`src/rtl/rfsh_pkg.sv`:
```
package rfsh_pkg;
  typedef enum logic [2:0] {
    ST_PAUSE,
    ST_IDLE,
    ST_CAS,
    ST_RAS,
    ST_PRE
  } rfsh_state_e;

  function automatic int unsigned max_u(input int unsigned a, input int unsigned b);
    return (a > b) ? a : b;
  endfunction
endpackage

```
`src/rtl/rfsh_interval_timer.sv`:
```
module rfsh_interval_timer #(
  parameter int unsigned INTERVAL_CYC = 780
) (
  input  logic clk_i,
  input  logic rst_ni,
  input  logic run_i,
  output logic tick_o
);
  localparam int unsigned W = (INTERVAL_CYC > 1) ? $clog2(INTERVAL_CYC) : 1;

  logic [W-1:0] cnt_q;

  assign tick_o = run_i && (cnt_q == W'(INTERVAL_CYC - 1));

  always_ff @(posedge clk_i or negedge rst_ni) begin
    if (!rst_ni)      cnt_q <= '0;
    else if (!run_i)  cnt_q <= '0;
    else if (tick_o)  cnt_q <= '0;
    else              cnt_q <= cnt_q + 1'b1;
  end


  tick_gap_chk: assert property (@(posedge clk_i) disable iff (!rst_ni)
    tick_o |=> !tick_o);
endmodule

```
`src/rtl/rfsh_pend_ctr.sv`:
```
module rfsh_pend_ctr #(
  parameter int unsigned PEND_MAX = 8
) (
  input  logic clk_i,
  input  logic rst_ni,
  input  logic tick_i,
  input  logic take_i,
  output logic nz_o,
  output logic overrun_o
);
  localparam int unsigned PW = $clog2(PEND_MAX + 1);

  logic [PW-1:0] pend_q;

  assign nz_o      = (pend_q != '0);
  assign overrun_o = tick_i && !take_i && (pend_q == PW'(PEND_MAX));

  always_ff @(posedge clk_i or negedge rst_ni) begin
    if (!rst_ni)                 pend_q <= '0;
    else if (overrun_o)          pend_q <= '0;
    else if (tick_i && !take_i)  pend_q <= pend_q + 1'b1;
    else if (!tick_i && take_i)  pend_q <= pend_q - 1'b1;
  end


  pend_bound_chk: assert property (@(posedge clk_i) disable iff (!rst_ni)
    pend_q <= PW'(PEND_MAX));


  take_nonempty_chk: assert property (@(posedge clk_i) disable iff (!rst_ni)
    take_i |-> nz_o);
endmodule

```
`src/rtl/rfsh_cycle_fsm.sv`:
```
module rfsh_cycle_fsm
  import rfsh_pkg::*;
#(
  parameter int unsigned PAUSE_CYC = 10000,
  parameter int unsigned WAKE_CNT  = 8,
  parameter int unsigned T_CSR     = 1,
  parameter int unsigned T_RAS     = 4,
  parameter int unsigned T_CHR     = 2,
  parameter int unsigned T_RP      = 2
) (
  input  logic clk_i,
  input  logic rst_ni,
  input  logic gnt_i,
  input  logic pend_nz_i,
  input  logic overrun_i,
  output logic take_o,
  output logic ready_o,
  output logic req_o,
  output logic ras_n_o,
  output logic cas_n_o
);
  localparam int unsigned CMAX = max_u(max_u(PAUSE_CYC, T_RAS), max_u(T_RP, T_CSR));
  localparam int unsigned CW   = $clog2(CMAX + 1);
  localparam int unsigned KW   = $clog2(WAKE_CNT + 1);

  rfsh_state_e   state_q, state_d;
  logic [CW-1:0] cnt_q, cnt_d;
  logic [KW-1:0] wake_q, wake_d;
  logic          ready_q, ready_d;
  logic          work, pre_end, wake_fin, go;

  always_comb begin
    work     = ready_q ? pend_nz_i : 1'b1;
    pre_end  = (state_q == ST_PRE) && (cnt_q == CW'(T_RP - 1));
    wake_fin = pre_end && !ready_q && (wake_q == KW'(WAKE_CNT - 1));
    go       = 1'b0;
    state_d  = state_q;
    cnt_d    = cnt_q + 1'b1;
    unique case (state_q)
      ST_PAUSE: if (cnt_q == CW'(PAUSE_CYC - 1)) begin
        state_d = ST_IDLE;
        cnt_d   = '0;
      end
      ST_IDLE: begin
        cnt_d = '0;
        if (work && gnt_i) begin
          state_d = ST_CAS;
          go      = 1'b1;
        end
      end
      ST_CAS: if (cnt_q == CW'(T_CSR - 1)) begin
        state_d = ST_RAS;
        cnt_d   = '0;
      end
      ST_RAS: if (cnt_q == CW'(T_RAS - 1)) begin
        state_d = ST_PRE;
        cnt_d   = '0;
      end
      ST_PRE: if (pre_end) begin
        cnt_d = '0;
        // back to back when more work is waiting and the bus is still ours
        if (work && gnt_i && !wake_fin) begin
          state_d = ST_CAS;
          go      = 1'b1;
        end else begin
          state_d = ST_IDLE;
        end
      end
      default: begin
        state_d = ST_IDLE;
        cnt_d   = '0;
      end
    endcase
  end

  always_comb begin
    ready_d = ready_q;
    wake_d  = wake_q;
    if (overrun_i) begin
      ready_d = 1'b0;
      wake_d  = '0;
    end else if (pre_end && !ready_q) begin
      wake_d = wake_q + 1'b1;
      if (wake_fin) ready_d = 1'b1;
    end
  end

  always_ff @(posedge clk_i or negedge rst_ni) begin
    if (!rst_ni) begin
      state_q <= ST_PAUSE;
      cnt_q   <= '0;
      wake_q  <= '0;
      ready_q <= 1'b0;
    end else begin
      state_q <= state_d;
      cnt_q   <= cnt_d;
      wake_q  <= wake_d;
      ready_q <= ready_d;
    end
  end

  assign take_o  = go && ready_q;
  assign ready_o = ready_q;
  assign req_o   = (state_q != ST_PAUSE) && ((state_q != ST_IDLE) || work);
  assign ras_n_o = (state_q != ST_RAS);
  assign cas_n_o = !((state_q == ST_CAS) ||
                     ((state_q == ST_RAS) && (cnt_q < CW'(T_CHR))));

  // run-length monitors for the strobe checks
  logic [CW-1:0] lo_run_q, hi_run_q;
  always_ff @(posedge clk_i or negedge rst_ni) begin
    if (!rst_ni) begin
      lo_run_q <= '0;
      hi_run_q <= '0;
    end else begin
      lo_run_q <= ras_n_o ? '0 : lo_run_q + 1'b1;
      if (!ras_n_o || !cas_n_o)             hi_run_q <= '0;
      else if (hi_run_q != CW'(T_RP))       hi_run_q <= hi_run_q + 1'b1;
    end
  end


  ras_width_chk: assert property (@(posedge clk_i) disable iff (!rst_ni)
    $rose(ras_n_o) |-> (lo_run_q == CW'(T_RAS)));


  precharge_chk: assert property (@(posedge clk_i) disable iff (!rst_ni)
    $fell(cas_n_o) |-> (hi_run_q == CW'(T_RP)));


  cbr_order_chk: assert property (@(posedge clk_i) disable iff (!rst_ni)
    $fell(ras_n_o) |-> (!cas_n_o && $past(!cas_n_o)));


  grant_start_chk: assert property (@(posedge clk_i) disable iff (!rst_ni)
    $fell(cas_n_o) |-> $past(gnt_i));
endmodule

```
`src/rtl/dram_rfsh_seq.sv`:
```
module dram_rfsh_seq #(
  parameter int unsigned PAUSE_CYC    = 10000,
  parameter int unsigned WAKE_CNT     = 8,
  parameter int unsigned INTERVAL_CYC = 780,
  parameter int unsigned PEND_MAX     = 8,
  parameter int unsigned T_CSR        = 1,
  parameter int unsigned T_RAS        = 4,
  parameter int unsigned T_CHR        = 2,
  parameter int unsigned T_RP         = 2
) (
  input  logic clk_i,
  input  logic rst_ni,
  input  logic rf_gnt_i,
  output logic rf_req_o,
  output logic ready_o,
  output logic ras_n_o,
  output logic lcas_n_o,
  output logic ucas_n_o,
  output logic we_n_o,
  output logic oe_n_o
);
  logic tick, take, pend_nz, overrun, cas_n;

  rfsh_interval_timer #(.INTERVAL_CYC(INTERVAL_CYC)) u_timer (
    .clk_i  (clk_i),
    .rst_ni (rst_ni),
    .run_i  (ready_o),
    .tick_o (tick)
  );

  rfsh_pend_ctr #(.PEND_MAX(PEND_MAX)) u_pend (
    .clk_i     (clk_i),
    .rst_ni    (rst_ni),
    .tick_i    (tick),
    .take_i    (take),
    .nz_o      (pend_nz),
    .overrun_o (overrun)
  );

  rfsh_cycle_fsm #(
    .PAUSE_CYC (PAUSE_CYC),
    .WAKE_CNT  (WAKE_CNT),
    .T_CSR     (T_CSR),
    .T_RAS     (T_RAS),
    .T_CHR     (T_CHR),
    .T_RP      (T_RP)
  ) u_fsm (
    .clk_i     (clk_i),
    .rst_ni    (rst_ni),
    .gnt_i     (rf_gnt_i),
    .pend_nz_i (pend_nz),
    .overrun_i (overrun),
    .take_o    (take),
    .ready_o   (ready_o),
    .req_o     (rf_req_o),
    .ras_n_o   (ras_n_o),
    .cas_n_o   (cas_n)
  );

  assign lcas_n_o = cas_n;
  assign ucas_n_o = cas_n;
  // refresh only: no write, outputs kept high-impedance
  assign we_n_o   = 1'b1;
  assign oe_n_o   = 1'b1;


  overrun_restart_chk: assert property (@(posedge clk_i) disable iff (!rst_ni)
    overrun |=> (!ready_o && rf_req_o));


  req_cover_chk: assert property (@(posedge clk_i) disable iff (!rst_ni)
    (!ras_n_o || !lcas_n_o) |-> rf_req_o);
endmodule

```
`config.mk`:
```
export PLATFORM = sky130hd
export DESIGN_NAME = dram_rfsh_seq
export DESIGN_NICKNAME = d
export VERILOG_FILES = /design/src/rtl/rfsh_pkg.sv /design/src/rtl/rfsh_interval_timer.sv /design/src/rtl/rfsh_pend_ctr.sv /design/src/rtl/rfsh_cycle_fsm.sv /design/src/rtl/dram_rfsh_seq.sv
export SDC_FILE = /design/constraint.sdc
export NUM_CORES = 1
export LEC_CHECK = 0
export BUFFER_PORTS_ARGS = -buffer_cell sky130_fd_sc_hd__buf_2
export CORE_ASPECT_RATIO = 1.25
export CORE_UTILIZATION = 30
export DETAILED_ROUTE_END_ITERATION = 8
export GPL_ROUTABILITY_DRIVEN = 0
export GPL_TIMING_DRIVEN = 0
export MAX_ROUTING_LAYER = met4
export PLACE_DENSITY_LB_ADDON = 0.05
export SLEW_MARGIN = 20
export SYNTH_ARGS = -nofsm -noshare
export SYNTH_HDL_FRONTEND = slang
export SYNTH_SLANG_ARGS = --single-unit
```
`constraint.sdc`:
```
create_clock -name clk_i -period 4.8 [get_ports clk_i]
set_clock_uncertainty 0.2 [all_clocks]
set_input_delay 0.48 -clock clk_i [delete_from_list [all_inputs] [get_ports clk_i]]
set_output_delay 0.48 -clock clk_i [all_outputs]
set_load 0.01 [all_outputs]
```
==> results of run 1 <==
-- worst max-delay path, cell delays in order (launching register included) --
cell,delay (ns)
sky130_fd_sc_hd__dfrtp_1,0.45
sky130_fd_sc_hd__nor4_2,0.39
sky130_fd_sc_hd__and4_4,0.31
sky130_fd_sc_hd__and2_4,0.18
sky130_fd_sc_hd__a21oi_2,0.05
sky130_fd_sc_hd__or4_1,0.49
sky130_fd_sc_hd__ha_1,0.27
sky130_fd_sc_hd__inv_1,0.12
sky130_fd_sc_hd__ha_1,0.23
sky130_fd_sc_hd__a21o_1,0.17
sky130_fd_sc_hd__a21oi_1,0.25
sky130_fd_sc_hd__o21ai_0,0.12
sky130_fd_sc_hd__o32a_1,0.29
-- sequential cells by signal (all words and copies together) (netlist names) --
signal and flops:
u_fsm.state_q 3, u_timer.cnt_q 10, u_fsm.ready_o 1, u_fsm.wake_q 4, u_pend.pend_q 4, u_fsm.cnt_q 14
-- power breakdown --
group	total, W	internal [W]	switching, W
clock	0.000225	0.000117	0.000108
combinational	0.00000877	0.00000164	0.00000712
sequential	0.000303	0.000303	0
-- worst paths after layout --
check | start | to | slack, ns | depth (start not counted)
min reg2reg | u_timer.cnt_q[0] | u_timer.cnt_q[0] | 0.28 | 1
max in group asynchronous | rst_ni | u_fsm.cnt_q[10] | 3.77 | 1
max | u_fsm.cnt_q[2] | u_pend.pend_q[3] | 1.18 | 12
max reg2reg | u_fsm.cnt_q[2] | u_pend.pend_q[3] | 1.18 | 12
min | rst_ni | u_pend.pend_q[2] | 0.09 | 1
min in group clk_i | u_timer.cnt_q[0] | u_timer.cnt_q[0] | 0.28 | 1
-- logic make-up (layout without fill, tap and decap cells) --
group | count (synthesis) | count (layout)
DFF | 36 | 36
adders and majority gates | 9 | 9
other | 1 | 2
buffers and inverters | 17 | 32
and+or+nand+nor | 100 | 100
AOI/OAI and AO/OA | 24 | 24
muxes | 3 | 3
xor gates and xnor gates | 23 | 23
-- placed cells by master (no fill, tap or decap), types with 3 or more instances in the layout --
master,netlist,layout
sky130_fd_sc_hd__a21oi_1,4,4
sky130_fd_sc_hd__and3_1,5,5
sky130_fd_sc_hd__buf_2,2,9
sky130_fd_sc_hd__buf_4,4,4
sky130_fd_sc_hd__clkbuf_1,1,3
sky130_fd_sc_hd__clkbuf_8,0,6
sky130_fd_sc_hd__dfrtp_1,36,36
sky130_fd_sc_hd__ha_1,8,8
sky130_fd_sc_hd__inv_1,9,9
sky130_fd_sc_hd__mux2i_1,3,3
sky130_fd_sc_hd__nand2_1,17,17
sky130_fd_sc_hd__nand3_1,11,11
sky130_fd_sc_hd__nand4_1,3,3
sky130_fd_sc_hd__nor2_1,36,36
sky130_fd_sc_hd__nor3_1,6,6
sky130_fd_sc_hd__o21ai_0,7,7
sky130_fd_sc_hd__xnor2_1,10,10
sky130_fd_sc_hd__xor2_1,13,13
-- layer usage --
layer / up-vias / global-route usage / part of all wire
li1: 753 / - / -
met1: 697 / 0.1705 / 0.46
met2: 11 / 0.2299 / 0.51
met3: 5 / 0.03863 / 0.017
met4: 0 / 0.03704 / 0.012
met5: - / - / 0
-- per-stage QoR --
step                      total power [W]  std cells  setup slack [ns]
after detailed placement        0.0003187        308             1.202
after global placement          0.0003186        308             1.205
after global routing            0.0005649        316            0.9790
final                           0.0005371        316             1.180
after floorplan                 0.0003110        214             1.474
after CTS                       0.0005514        316             1.183
-- cell type report --
class	count	share of cell area
flip-flops and latches	36	0.3971
plain buffers	8	0.02427
multi-input cells	161	0.4606
well taps	87	0.04799
inverters	9	0.01489
clock buffers	8	0.03971
repair buffers	7	0.01544
==> summary.json, run 1 <==
{
  "placed_design": {
    "dp_hpwl_mm": 3.000,
    "place.port_buffers": 7,
    "standard_cell_area_after_detailed_placement_um2": 2178
  },
  "min_path": {
    "worst_hold_path_type": "input port to async pin"
  },
  "cts": {
    "cts_hold_buffers": 0,
    "clock_insertion_delay_worst_skew_ns": 0.29,
    "postCtsResizedCells": 0,
    "tritoncts_clock_tree": "yes",
    "cts_made_buffers": 5,
    "cts.sinks": 36,
    "h-tree-depth": 2,
    "clock_pin_slew_on_the_worst_setup_and_hold_paths_ns": 0.07,
    "buffer_cell_driving_the_clock_tree_root": "sky130_fd_sc_hd__clkbuf_8",
    "max-clock-path-buffers": 2,
    "post-cts-setup-buffers": 0
  },
  "synth": {
    "syn-instance-count": 213,
    "adder_and_majority_cell_fraction_of_the_synthesized_area": 0.05915,
    "ys_seq_elements": 36,
    "simple_gate_share_of_the_synthesized_area": 0.2582,
    "complex_gate_fraction_of_the_synthesized_area": 0.07948,
    "synthesis.area_per_instance_um2": 9.534,
    "synth_largest_type_area_fraction": 0.4436,
    "muxShareOfSynthArea": 0.01479,
    "ys_types": 47,
    "ys.flop_type": "sky130_fd_sc_hd__dfrtp_1",
    "seq_total_area_yosys": 0.4436,
    "yosys_warnings": 0,
    "yosys.area_share.xor_xnor": 0.09920,
    "synth.top_cells.by_area": "sky130_fd_sc_hd__dfrtp_1 44%, sky130_fd_sc_hd__nor2_1 6.7%, sky130_fd_sc_hd__xor2_1 5.6%",
    "post-synth-top-area-cell": "sky130_fd_sc_hd__dfrtp_1",
    "syn-cell-area_um2": 2031,
    "synth_top_family_by_area": "simple AND/OR/NAND/NOR gates",
    "synth.top_cells.by_count": "36 x sky130_fd_sc_hd__dfrtp_1, 36 x sky130_fd_sc_hd__nor2_1, 17 x sky130_fd_sc_hd__nand2_1, 13 x sky130_fd_sc_hd__xor2_1, 11 x sky130_fd_sc_hd__nand3_1",
    "asyncSetResetFlopFracSynth": 1.000,
    "synth_edf_count": 0
  },
  "detailed_routing": {
    "num_vias": 1466,
    "routedWlPerCell_um": 13.31,
    "drt_drc_violations_left": 0,
    "detail_route.iter0.violations": 80,
    "total_wire_length_after_detailed_routing_mm": 4.205,
    "detail-route-antenna-nets": 0,
    "drt_first_pass_iters": 4,
    "vias_per_cell": 4.639
  },
  "sta": {
    "finalHoldViolCount": 0,
    "fin_tns_setup_ns": 0,
    "slew-limit-headroom": 0.4376,
    "max_freq_mhz": 276.3,
    "setup_viol": 0,
    "unrepaired_setup_endpoints_after_global_routing": "false",
    "period_share": 0.7541,
    "whs_ns": 0.08796,
    "final_worst_path_period_need_ns": 3.620,
    "worstMarginPinSlew_ns": 0.8436,
    "timing.final.max_slew_violations": 0
  },
  "layout": {
    "syn2layout_area_growth_pct": 11.71,
    "stdcell_area_um2": 2268,
    "fill_cells": 678,
    "finish.net_count": 240,
    "multi_input_gate_area_um2": 1045,
    "antennaDiodeCount": 0,
    "layout_cell_share_with_drive_strength_beyond_1": 0.1266,
    "seqCellArea_um2": 900.9,
    "fin_util": 0.3455
  },
  "floorplanning": {
    "num_rows": 33,
    "placeableCoreArea_um2": 6565,
    "die_w_um": 75.59,
    "pin_count": 10,
    "die_h_um": 93.99,
    "dieArea_um2": 7104,
    "floorplan.initialDensity": 0.3093
  },
  "worst_setup_path": {
    "worstSetupStartpointType": "flop",
    "cp_data_required_time_ns": 4.78,
    "critPathKind": "flop to flop",
    "arrival_ns": 3.60,
    "crit_end_category": "flop",
    "largest_fanout_of_any_net_on_the_critical_path": 5
  },
  "grt": {
    "grt_pass1_wl_mm": 7.176,
    "grt_usage": 0.1411,
    "gr-total-overflow": 0,
    "first_global_vias": 1471,
    "grt_start_max_net_pins": 37,
    "initial_antenna_violation_count": 0
  },
  "job": {
    "number_of_max_cap_violations": 0
  },
  "status": {
    "outcome": "finished clean"
  },
  "power_and_ir_drop": {
    "static_leakage_nw": 1.002,
    "vdd.ir_drop.worst_mv": 0.1079,
    "power.density_nw_per_um2": 236.8
  }
}
Power figures use the tool's default switching activity.
==> run 2, diff against run 1 <==
==> constraint.sdc (replaced) <==
create_clock -name clk_i -period 3.1 [get_ports clk_i]
set_clock_uncertainty 0.2 [all_clocks]
set_input_delay 0.31 -clock clk_i [delete_from_list [all_inputs] [get_ports clk_i]]
set_output_delay 0.31 -clock clk_i [all_outputs]
set_load 0.01 [all_outputs]
==> summary.json, run 2 (same netlist as run 1, synthesis figures left out) <==
{
  "cts": {
    "h-tree-depth": {"value": 2, "change": "unchanged"},
    "max-clock-path-buffers": {"value": 2, "change": "unchanged"},
    "buffer_cell_driving_the_clock_tree_root": "sky130_fd_sc_hd__clkbuf_8",
    "clock_pin_slew_on_the_worst_setup_and_hold_paths": {"value": 0.07, "unit": "ns", "change": "about the same"},
    "tritoncts_clock_tree": "yes",
    "cts.sinks": {"value": 36, "change": "unchanged"},
    "clock_insertion_delay_worst_skew": {"value": 0.29, "unit": "ns", "change": "about the same"},
    "cts_made_buffers": {"value": 5, "change": "unchanged"}
  },
  "layout": {
    "final_cell_count_without_fillers": {"value": 329, "change": "+4.1%"},
    "finish.net_count": {"value": 253, "change": "+5.4%"},
    "layout_cell_share_with_drive_strength_beyond_1": {"value": 0.2273, "change": "+0.1006"},
    "seqCellArea": {"value": 905.9, "unit": "µm²", "change": "+0.56%"},
    "reg_top3": "u_fsm.cnt_q x14, u_timer.cnt_q x10",
    "multi_input_gate_area": {"value": 1114, "unit": "µm²", "change": "+6.6%"},
    "regMostFlops": "u_fsm.cnt_q",
    "final_cell_mix": "36 x sky130_fd_sc_hd__nor2_1, 32 x sky130_fd_sc_hd__dfrtp_1, 17 x sky130_fd_sc_hd__nand2_1",
    "largest_register_ffs": {"value": 14, "change": "unchanged"},
    "syn2layout_area_growth_pct": 21.44,
    "antennaDiodeCount": {"value": 0, "change": "unchanged"},
    "fin_util": {"value": 0.3756, "change": "+0.03011"},
    "fill_cells": {"value": 651, "change": "-4.0%"},
    "layout.cells.most_common": "sky130_fd_sc_hd__nor2_1"
  },
  "worst_setup_path": {
    "critPathKind": "flop to flop",
    "path_depth": {"value": 13, "change": "+1"},
    "worst_r2r_path_depth": {"value": 13, "change": "+1"},
    "cp_data_required_time": {"value": 3.07, "unit": "ns", "change": "-1.71 ns"},
    "reg2reg_to": "u_pend.pend_q[3]",
    "number_of_buffer_and_inverter_stages_on_the_critical_path": {"value": 1, "change": "unchanged"},
    "worstSetupStartpointType": "flop",
    "largest_fanout_of_any_net_on_the_critical_path": {"value": 4, "change": "-1"},
    "worst_path_most_repeated_cell": "sky130_fd_sc_hd__ha_4",
    "cpMaxStageDelayCell": "sky130_fd_sc_hd__dfrtp_2",
    "critical_path.cell_chain": "nor4_4, and4_4, and2_4, a21oi_2, or4_4, ha_4, inv_4, ha_4, a21o_1, a21oi_4, xnor2_1, nor2_1, o32a_1",
    "critical_path.reg2reg.startpoint": "u_fsm.cnt_q[3]",
    "reg2reg_slack": {"value": 0.05, "unit": "ns", "change": "-1.13 ns"},
    "cpPeakStageDelay": {"value": 0.44, "unit": "ns", "change": "-0.05 ns"},
    "arrival": {"value": 3.03, "unit": "ns", "change": "-0.57 ns"},
    "cp-endpoint": "u_pend.pend_q[3]",
    "crit_end_category": "flop",
    "path_delay_family": "simple AND/OR/NAND/NOR gates",
    "crit_path_start": "u_fsm.cnt_q[3]"
  },
  "detailed_routing": {
    "wl_met2": {"value": 2.486, "unit": "mm", "change": "+16%"},
    "detail-route-antenna-nets": {"value": 0, "change": "unchanged"},
    "vias_per_cell": {"value": 4.812, "change": "+3.7%"},
    "wl_met1": {"value": 1.876, "unit": "mm", "change": "-3.2%"},
    "drt_drc_violations_left": {"value": 0, "change": "unchanged"},
    "drt_first_pass_iters": {"value": 4, "change": "unchanged"},
    "total_wire_length_after_detailed_routing": {"value": 4.516, "unit": "mm", "change": "+7.4%"},
    "detail_route.iter0.violations": {"value": 39, "change": "-51%"},
    "num_vias": {"value": 1583, "change": "+8.0%"},
    "wl_met3": {"value": 101, "unit": "µm", "change": "+42%"},
    "routedWlPerCell": {"value": 13.73, "unit": "µm", "change": "+3.2%"},
    "top_layer": "met4"
  },
  "sta": {
    "slew-limit-headroom": {"value": 0.4384, "change": "+0.0008220"},
    "worstMarginPinSlew": {"value": 0.8424, "unit": "ns", "change": "-0.001233 ns"},
    "timing.final.max_slew_violations": {"value": 0, "change": "unchanged"},
    "final_worst_path_period_need": {"value": 3.053, "unit": "ns", "change": "-0.5664 ns"},
    "setup_viol": {"value": 0, "change": "unchanged"},
    "max_freq": {"value": 327.5, "unit": "MHz", "change": "+19%"},
    "period_share": {"value": 0.9849, "change": "+0.2308"},
    "unrepaired_setup_endpoints_after_global_routing": "true",
    "finalHoldViolCount": {"value": 0, "change": "unchanged"}
  },
  "grt": {
    "grt_usage": {"value": 0.1485, "change": "+0.007351"},
    "grt_start_max_net_pins": {"value": 37, "change": "unchanged"},
    "gr-total-overflow": {"value": 0, "change": "unchanged"},
    "first_global_vias": {"value": 1640, "change": "+11%"},
    "grt_pass1_wl": {"value": 7.700, "unit": "mm", "change": "+7.3%"},
    "initial_antenna_violation_count": {"value": 0, "change": "unchanged"}
  },
  "power_and_ir_drop": {
    "netsw": {"value": 0.0001881, "unit": "W", "change": "+63%"},
    "power.internal": {"value": 0.0007106, "unit": "W", "change": "+68%"},
    "vdd.ir_drop.worst": {"value": 0.3048, "unit": "mV", "change": "+180%"},
    "switching_power_as_a_share_of_total_power": {"value": 0.2093, "change": "-0.005130"},
    "p_comb_frac": {"value": 0.016, "change": "about the same"},
    "flop_pwr_share": {"value": 0.522, "change": "-0.042"},
    "clock_power_frac": {"value": 0.462, "change": "+0.043"},
    "static_leakage": {"value": 1.087, "unit": "nW", "change": "+8.4%"},
    "power.density": {"value": 364.4, "unit": "nW/µm²", "change": "+54%"}
  },
  "placed_design": {
    "placed_cells_incl_taps": {"value": 308, "change": "unchanged"},
    "dp_hpwl": {"value": 3.185, "unit": "mm", "change": "+6.2%"},
    "place.port_buffers": {"value": 7, "change": "unchanged"}
  },
  "floorplanning": {
    "placeableCoreArea": {"value": 6565, "unit": "µm²", "change": "unchanged"},
    "pin_count": {"value": 10, "change": "unchanged"},
    "die_h": {"value": 93.99, "unit": "µm", "change": "unchanged"},
    "num_rows": {"value": 33, "change": "unchanged"},
    "die_w": {"value": 75.59, "unit": "µm", "change": "unchanged"},
    "dieArea": {"value": 7104, "unit": "µm²", "change": "unchanged"},
    "floorplan.initialDensity": {"value": 0.3093, "change": "unchanged"}
  },
  "status": {
    "outcome": "finished clean"
  },
  "min_path": {
    "worst_hold_path_type": "input port to flop"
  },
  "job": {
    "number_of_max_cap_violations": {"value": 0, "change": "unchanged"}
  }
}
run 2: cell types whose count changed in the layout (fill, tap and decap cells not counted), sizes merged:
cell	previous run	this run
bufinv	0	1
clkinv	0	1
buf	14	26
clkbuf	9	6
dlygate4sd3	0	1
clkinvlp	0	1
run 2: timing repair:
action / 4_1_cts / 5_1_grt
endpoints found under the hold margin: 36 / 0
endpoints found under the setup margin: 1 / 3
hold buffers: 1 / 0
pin swaps: 4 / 4
setup buffers: 6 / 6
resized for setup: 6 / 6
run 2: metrics by stage:
step | worst slack (ns) | instance area [µm²] | setup TNS (ns) | total power, W | hold WS, ns
after floorplan | 0.007243 | 2054 | 0 | 0.0004816 | -0.1856
after global placement | -0.1572 | 2198 | -0.1572 | 0.0004928 | 0.2638
after detailed placement | -0.2002 | 2198 | -0.2002 | 0.0004932 | 0.2786
after CTS | 0.005368 | 2399 | 0 | 0.0009209 | 0.1712
after global routing | -0.07401 | 2466 | -0.07401 | 0.0009353 | 0.1876
final | 0.04667 | 2466 | 0 | 0.0008988 | 0.1819
run 2: routing by layer:
| metal | track usage | up-vias |
|---|---|---|
| li1 | - | 781 |
| met1 | 0.1607 | 783 |
| met2 | 0.2626 | 15 |
| met3 | 0.02897 | 4 |
| met4 | 0.05556 | 0 |
| met5 | - | - |
run 2: final cells by class:
| class | count | area share |
|---|---|---|
| multi-input combinational | 161 | 0.4515 |
| clock buffer | 5 | 0.02790 |
| sequential | 36 | 0.3673 |
| clock inverter | 3 | 0.01725 |
| tap | 87 | 0.04414 |
| buffer | 8 | 0.02232 |
| inverter | 9 | 0.01471 |
| timing repair buffer | 20 | 0.05479 |
run 2: worst min-delay path, cell delays in order:
cell	delay, ns
sky130_fd_sc_hd__buf_2	0.11
sky130_fd_sc_hd__nand2_1	0.11
sky130_fd_sc_hd__o2bb2ai_1	0.09
run 2: worst min path at each step:
| stage | from | endpoint | slack, ns | cells past startpoint |
|---|---|---|---|---|
| 6_report | rf_gnt_i | u_fsm.state_q[1] | 0.18 | 3 |
| 5_1_grt | rf_gnt_i | u_fsm.state_q[1] | 0.19 | 3 |
| 4_1_cts | rf_gnt_i | u_fsm.state_q[1] | 0.17 | 3 |
| 3_5_place_dp | rst_ni | u_timer.cnt_q[4] | 0.28 | 1 |
| 3_3_place_gp | rst_ni | u_timer.cnt_q[5] | 0.26 | 1 |
| 2_1_floorplan | rst_ni | u_fsm.cnt_q[0] | -0.19 | 0 |
run 2: power by group through the flow:
stage / clock network [W] / logic, W / registers, W
CTS: 0.000436 / 0.0000157 / 0.000469
global route: 0.000449 / 0.0000174 / 0.000469
detailed placement: 0 / 0.0000148 / 0.000478
floorplan: 0 / 0.00000295 / 0.000479
finish: 0.000415 / 0.0000145 / 0.000469
global placement: 0 / 0.0000143 / 0.000478
==> run 3, diff against run 2 <==
--- a/config.mk
+++ b/config.mk
@@ -6,6 +6,8 @@
 export NUM_CORES = 1
 export LEC_CHECK = 0
 export BUFFER_PORTS_ARGS = -buffer_cell sky130_fd_sc_hd__buf_2
+export CELL_PAD_IN_SITES_DETAIL_PLACEMENT = 0
+export CELL_PAD_IN_SITES_GLOBAL_PLACEMENT = 1
 export CORE_ASPECT_RATIO = 1.25
 export CORE_UTILIZATION = 30
 export DETAILED_ROUTE_END_ITERATION = 8
@@ -13,7 +15,7 @@
 export GPL_TIMING_DRIVEN = 0
 export MAX_ROUTING_LAYER = met4
 export PLACE_DENSITY_LB_ADDON = 0.05
-export SLEW_MARGIN = 20
+export SLEW_MARGIN = 25
 export SYNTH_ARGS = -nofsm -noshare
 export SYNTH_HDL_FRONTEND = slang
 export SYNTH_SLANG_ARGS = --single-unit
==> summary.json, run 3 (same netlist as run 1, synthesis figures left out) <==
{
  "status": {
    "outcome": "complete, but fails checks",
    "failed_checks": "setup timing"
  },
  "detailed_routing": {
    "total_wire_length_after_detailed_routing": {"value": 4.349, "unit": "mm", "change": "-3.7%"},
    "detail-route-antenna-nets": {"value": 0, "change": "unchanged"},
    "drt_drc_violations_left": {"value": 0, "change": "unchanged"},
    "num_vias": {"value": 1552, "change": "-2.0%"},
    "vias_per_cell": {"value": 4.775, "change": "-0.75%"},
    "detail_route.iter0.violations": {"value": 60, "change": "+54%"},
    "drt_first_pass_iters": {"value": 4, "change": "unchanged"},
    "routedWlPerCell": {"value": 13.38, "unit": "µm", "change": "-2.5%"}
  },
  "worst_setup_path": {
    "crit_end_category": "flop",
    "cp_data_required_time": {"value": 3.09, "unit": "ns", "change": "+0.02 ns"},
    "arrival": {"value": 3.11, "unit": "ns", "change": "+0.08 ns"},
    "number_of_buffer_and_inverter_stages_on_the_critical_path": {"value": 1, "change": "unchanged"},
    "largest_fanout_of_any_net_on_the_critical_path": {"value": 3, "change": "-1"},
    "cpMaxStageDelayCell": "sky130_fd_sc_hd__dfrtp_2",
    "path_delay_family": "simple AND/OR/NAND/NOR gates",
    "critical_path.cell_chain": "nor4_4, and4_4, and2_4, a21oi_2, or4_4, ha_4, inv_4, ha_4, a21o_1, a21oi_2, xnor2_1, nor2_1, o32a_1",
    "critPathKind": "flop to flop",
    "cpPeakStageDelay": {"value": 0.43, "unit": "ns", "change": "about the same"},
    "worstSetupStartpointType": "flop"
  },
  "grt": {
    "met2_usage": {"value": 0.2396, "change": "-0.02307"},
    "gr-total-overflow": {"value": 0, "change": "unchanged"},
    "met3_usage": {"value": 0.02575, "change": "-0.003219"},
    "grt_use_met1": {"value": 0.1654, "change": "+0.004712"},
    "initial_antenna_violation_count": {"value": 0, "change": "unchanged"},
    "grt_pass1_wl": {"value": 7.445, "unit": "mm", "change": "-3.3%"},
    "gr-max-usage-layer": "met2",
    "first_global_vias": {"value": 1597, "change": "-2.6%"},
    "grt_usage": {"value": 0.1424, "change": "-0.006088"},
    "grt_start_max_net_pins": {"value": 37, "change": "unchanged"}
  },
  "layout": {
    "stdcell_area": {"value": 2402, "unit": "µm²", "change": "-2.6%"},
    "fin_util": {"value": 0.3659, "change": "-0.009720"},
    "final_cell_mix": "36 x sky130_fd_sc_hd__nor2_1, 34 x sky130_fd_sc_hd__dfrtp_1, 17 x sky130_fd_sc_hd__nand2_1",
    "layout.cells.most_common": "sky130_fd_sc_hd__nor2_1",
    "largest_register_ffs": {"value": 14, "change": "unchanged"},
    "antennaDiodeCount": {"value": 0, "change": "unchanged"},
    "reg_top3": "u_fsm.cnt_q x14, u_timer.cnt_q x10",
    "layout_cell_share_with_drive_strength_beyond_1": {"value": 0.2059, "change": "-0.02139"},
    "syn2layout_area_growth_pct": 18.30,
    "regMostFlops": "u_fsm.cnt_q",
    "finish.net_count": {"value": 249, "change": "-1.6%"}
  },
  "sta": {
    "max_freq": {"value": 320.0, "unit": "MHz", "change": "-2.3%"},
    "final_worst_path_period_need": {"value": 3.125, "unit": "ns", "change": "+0.07151 ns"},
    "slew-limit-headroom": {"value": 0.4292, "change": "-0.009279"},
    "finalWorstSetupSlack": {"value": -0.02484, "unit": "ns", "change": "-0.07151 ns"},
    "finalHoldViolCount": {"value": 0, "change": "unchanged"},
    "unrepaired_setup_endpoints_after_global_routing": "true",
    "worstMarginPinSlew": {"value": 0.8563, "unit": "ns", "change": "+0.01392 ns"},
    "period_share": {"value": 1.008, "change": "+0.02307"},
    "timing.final.max_slew_violations": {"value": 0, "change": "unchanged"},
    "setup_viol": {"value": 1, "change": "+1"}
  },
  "job": {
    "number_of_max_cap_violations": {"value": 0, "change": "unchanged"}
  },
  "cts": {
    "clock_pin_slew_on_the_worst_setup_and_hold_paths": {"value": 0.08, "unit": "ns", "change": "about the same"},
    "buffer_cell_driving_the_clock_tree_root": "sky130_fd_sc_hd__clkbuf_8",
    "h-tree-depth": {"value": 2, "change": "unchanged"},
    "max-clock-path-buffers": {"value": 2, "change": "unchanged"},
    "tritoncts_clock_tree": "yes",
    "cts_made_buffers": {"value": 5, "change": "unchanged"},
    "clock_insertion_delay_worst_skew": {"value": 0.30, "unit": "ns", "change": "about the same"},
    "cts.sinks": {"value": 36, "change": "unchanged"}
  },
  "power_and_ir_drop": {
    "vdd.ir_drop.worst": {"value": 0.1317, "unit": "mV", "change": "-57%"},
    "static_leakage": {"value": 1.061, "unit": "nW", "change": "-2.4%"},
    "power.density": {"value": 346.8, "unit": "nW/µm²", "change": "-4.8%"}
  },
  "floorplanning": {
    "floorplan.initialDensity": {"value": 0.3093, "change": "unchanged"},
    "placeableCoreArea": {"value": 6565, "unit": "µm²", "change": "unchanged"},
    "die_w": {"value": 75.59, "unit": "µm", "change": "unchanged"},
    "num_rows": {"value": 33, "change": "unchanged"},
    "pin_count": {"value": 10, "change": "unchanged"},
    "die_h": {"value": 93.99, "unit": "µm", "change": "unchanged"},
    "dieArea": {"value": 7104, "unit": "µm²", "change": "unchanged"}
  },
  "placed_design": {
    "place.port_buffers": {"value": 7, "change": "unchanged"},
    "standard_cell_area_after_detailed_placement": {"value": 2198, "unit": "µm²", "change": "unchanged"},
    "dp_hpwl": {"value": 3.057, "unit": "mm", "change": "-4.0%"}
  },
  "min_path": {
    "worst_hold_path_type": "input port to flop"
  }
}
==> run 3: changes by cell type in the layout (fill, tap and decap cells not counted), sizes merged <==
cell / delta
buf: -4
clkinv: +2
bufinv: -1
clkinvlp: -1
==> run 3: repair_timing <==
item,CTS,global route
hold buffers,1,0
setup endpoints to repair,2,2
setup buffers,7,1
endpoints found under the hold margin,36,0
gates resized for setup,6,3
pin swaps,4,5
==> run 3: cell type report <==
cell class | count | area (µm²)
inverters | 9 | 36.28
well taps | 87 | 108.9
plain buffers | 8 | 55.05
repair buffers | 16 | 105.1
clock inverters | 3 | 18.77
flip-flops and latches | 36 | 903.4
clock buffers | 5 | 68.82
multi-input cells | 161 | 1106
fillers | 656 | 4163
==> run 3: worst min-delay path, delay by kind of cell <==
kind	cells	cell delay (ns)
AND/OR/NAND/NOR	1	0.10
buffers and inverters	1	0.11
AO/OA/AOI/OAI	1	0.08
==> run 3: metrics by stage <==
stage                     setup WS [ns]  hold slack [ns]  cells   TNS, ns   power, W
after detailed placement        -0.2663           0.2806    308   -0.2990  0.0004933
final                          -0.02484           0.1422    325  -0.02484  0.0008331
after floorplan                0.007243          -0.1856    214         0  0.0004816
after global routing            -0.1192           0.1595    325   -0.1628  0.0008651
after CTS                       0.01465           0.1417    324         0  0.0008477
after global placement          -0.2478           0.2579    308   -0.2478  0.0004926
==> run 3: final timing paths <==
path	start	endpoint	slack [ns]	depth (start not counted)
max	u_fsm.cnt_q[4]	u_pend.pend_q[3]	-0.02	13
min	rf_gnt_i	u_fsm.state_q[1]	0.14	3
max reg2reg	u_fsm.cnt_q[4]	u_pend.pend_q[3]	-0.02	13
min reg2reg	u_timer.cnt_q[0]	u_timer.cnt_q[0]	0.29	1
max in group asynchronous	rst_ni	u_fsm.cnt_q[8]	1.66	2
min in group asynchronous	rst_ni	u_pend.pend_q[2]	0.45	2
==> run 3: power by group <==
| group | leakage (nW) | switching [W] | total (W) | internal (W) |
|---|---|---|---|---|
| Sequential | 0.446 | 0 | 0.000469 | 0.000469 |
| Clock | 0.0479 | 0.000193 | 0.000349 | 0.000157 |
| Combinational | 0.567 | 0.0000113 | 0.0000146 | 0.00000334 |
| Total | 1.06 | 0.000204 | 0.000833 | 0.000629 |
==> run 3: per-layer routing <==
layer  up-vias  wire length, µm
li1        773                -
met1       759             1913
met2        13             2269
met3         7               78
met4         0               87
met5         -                0
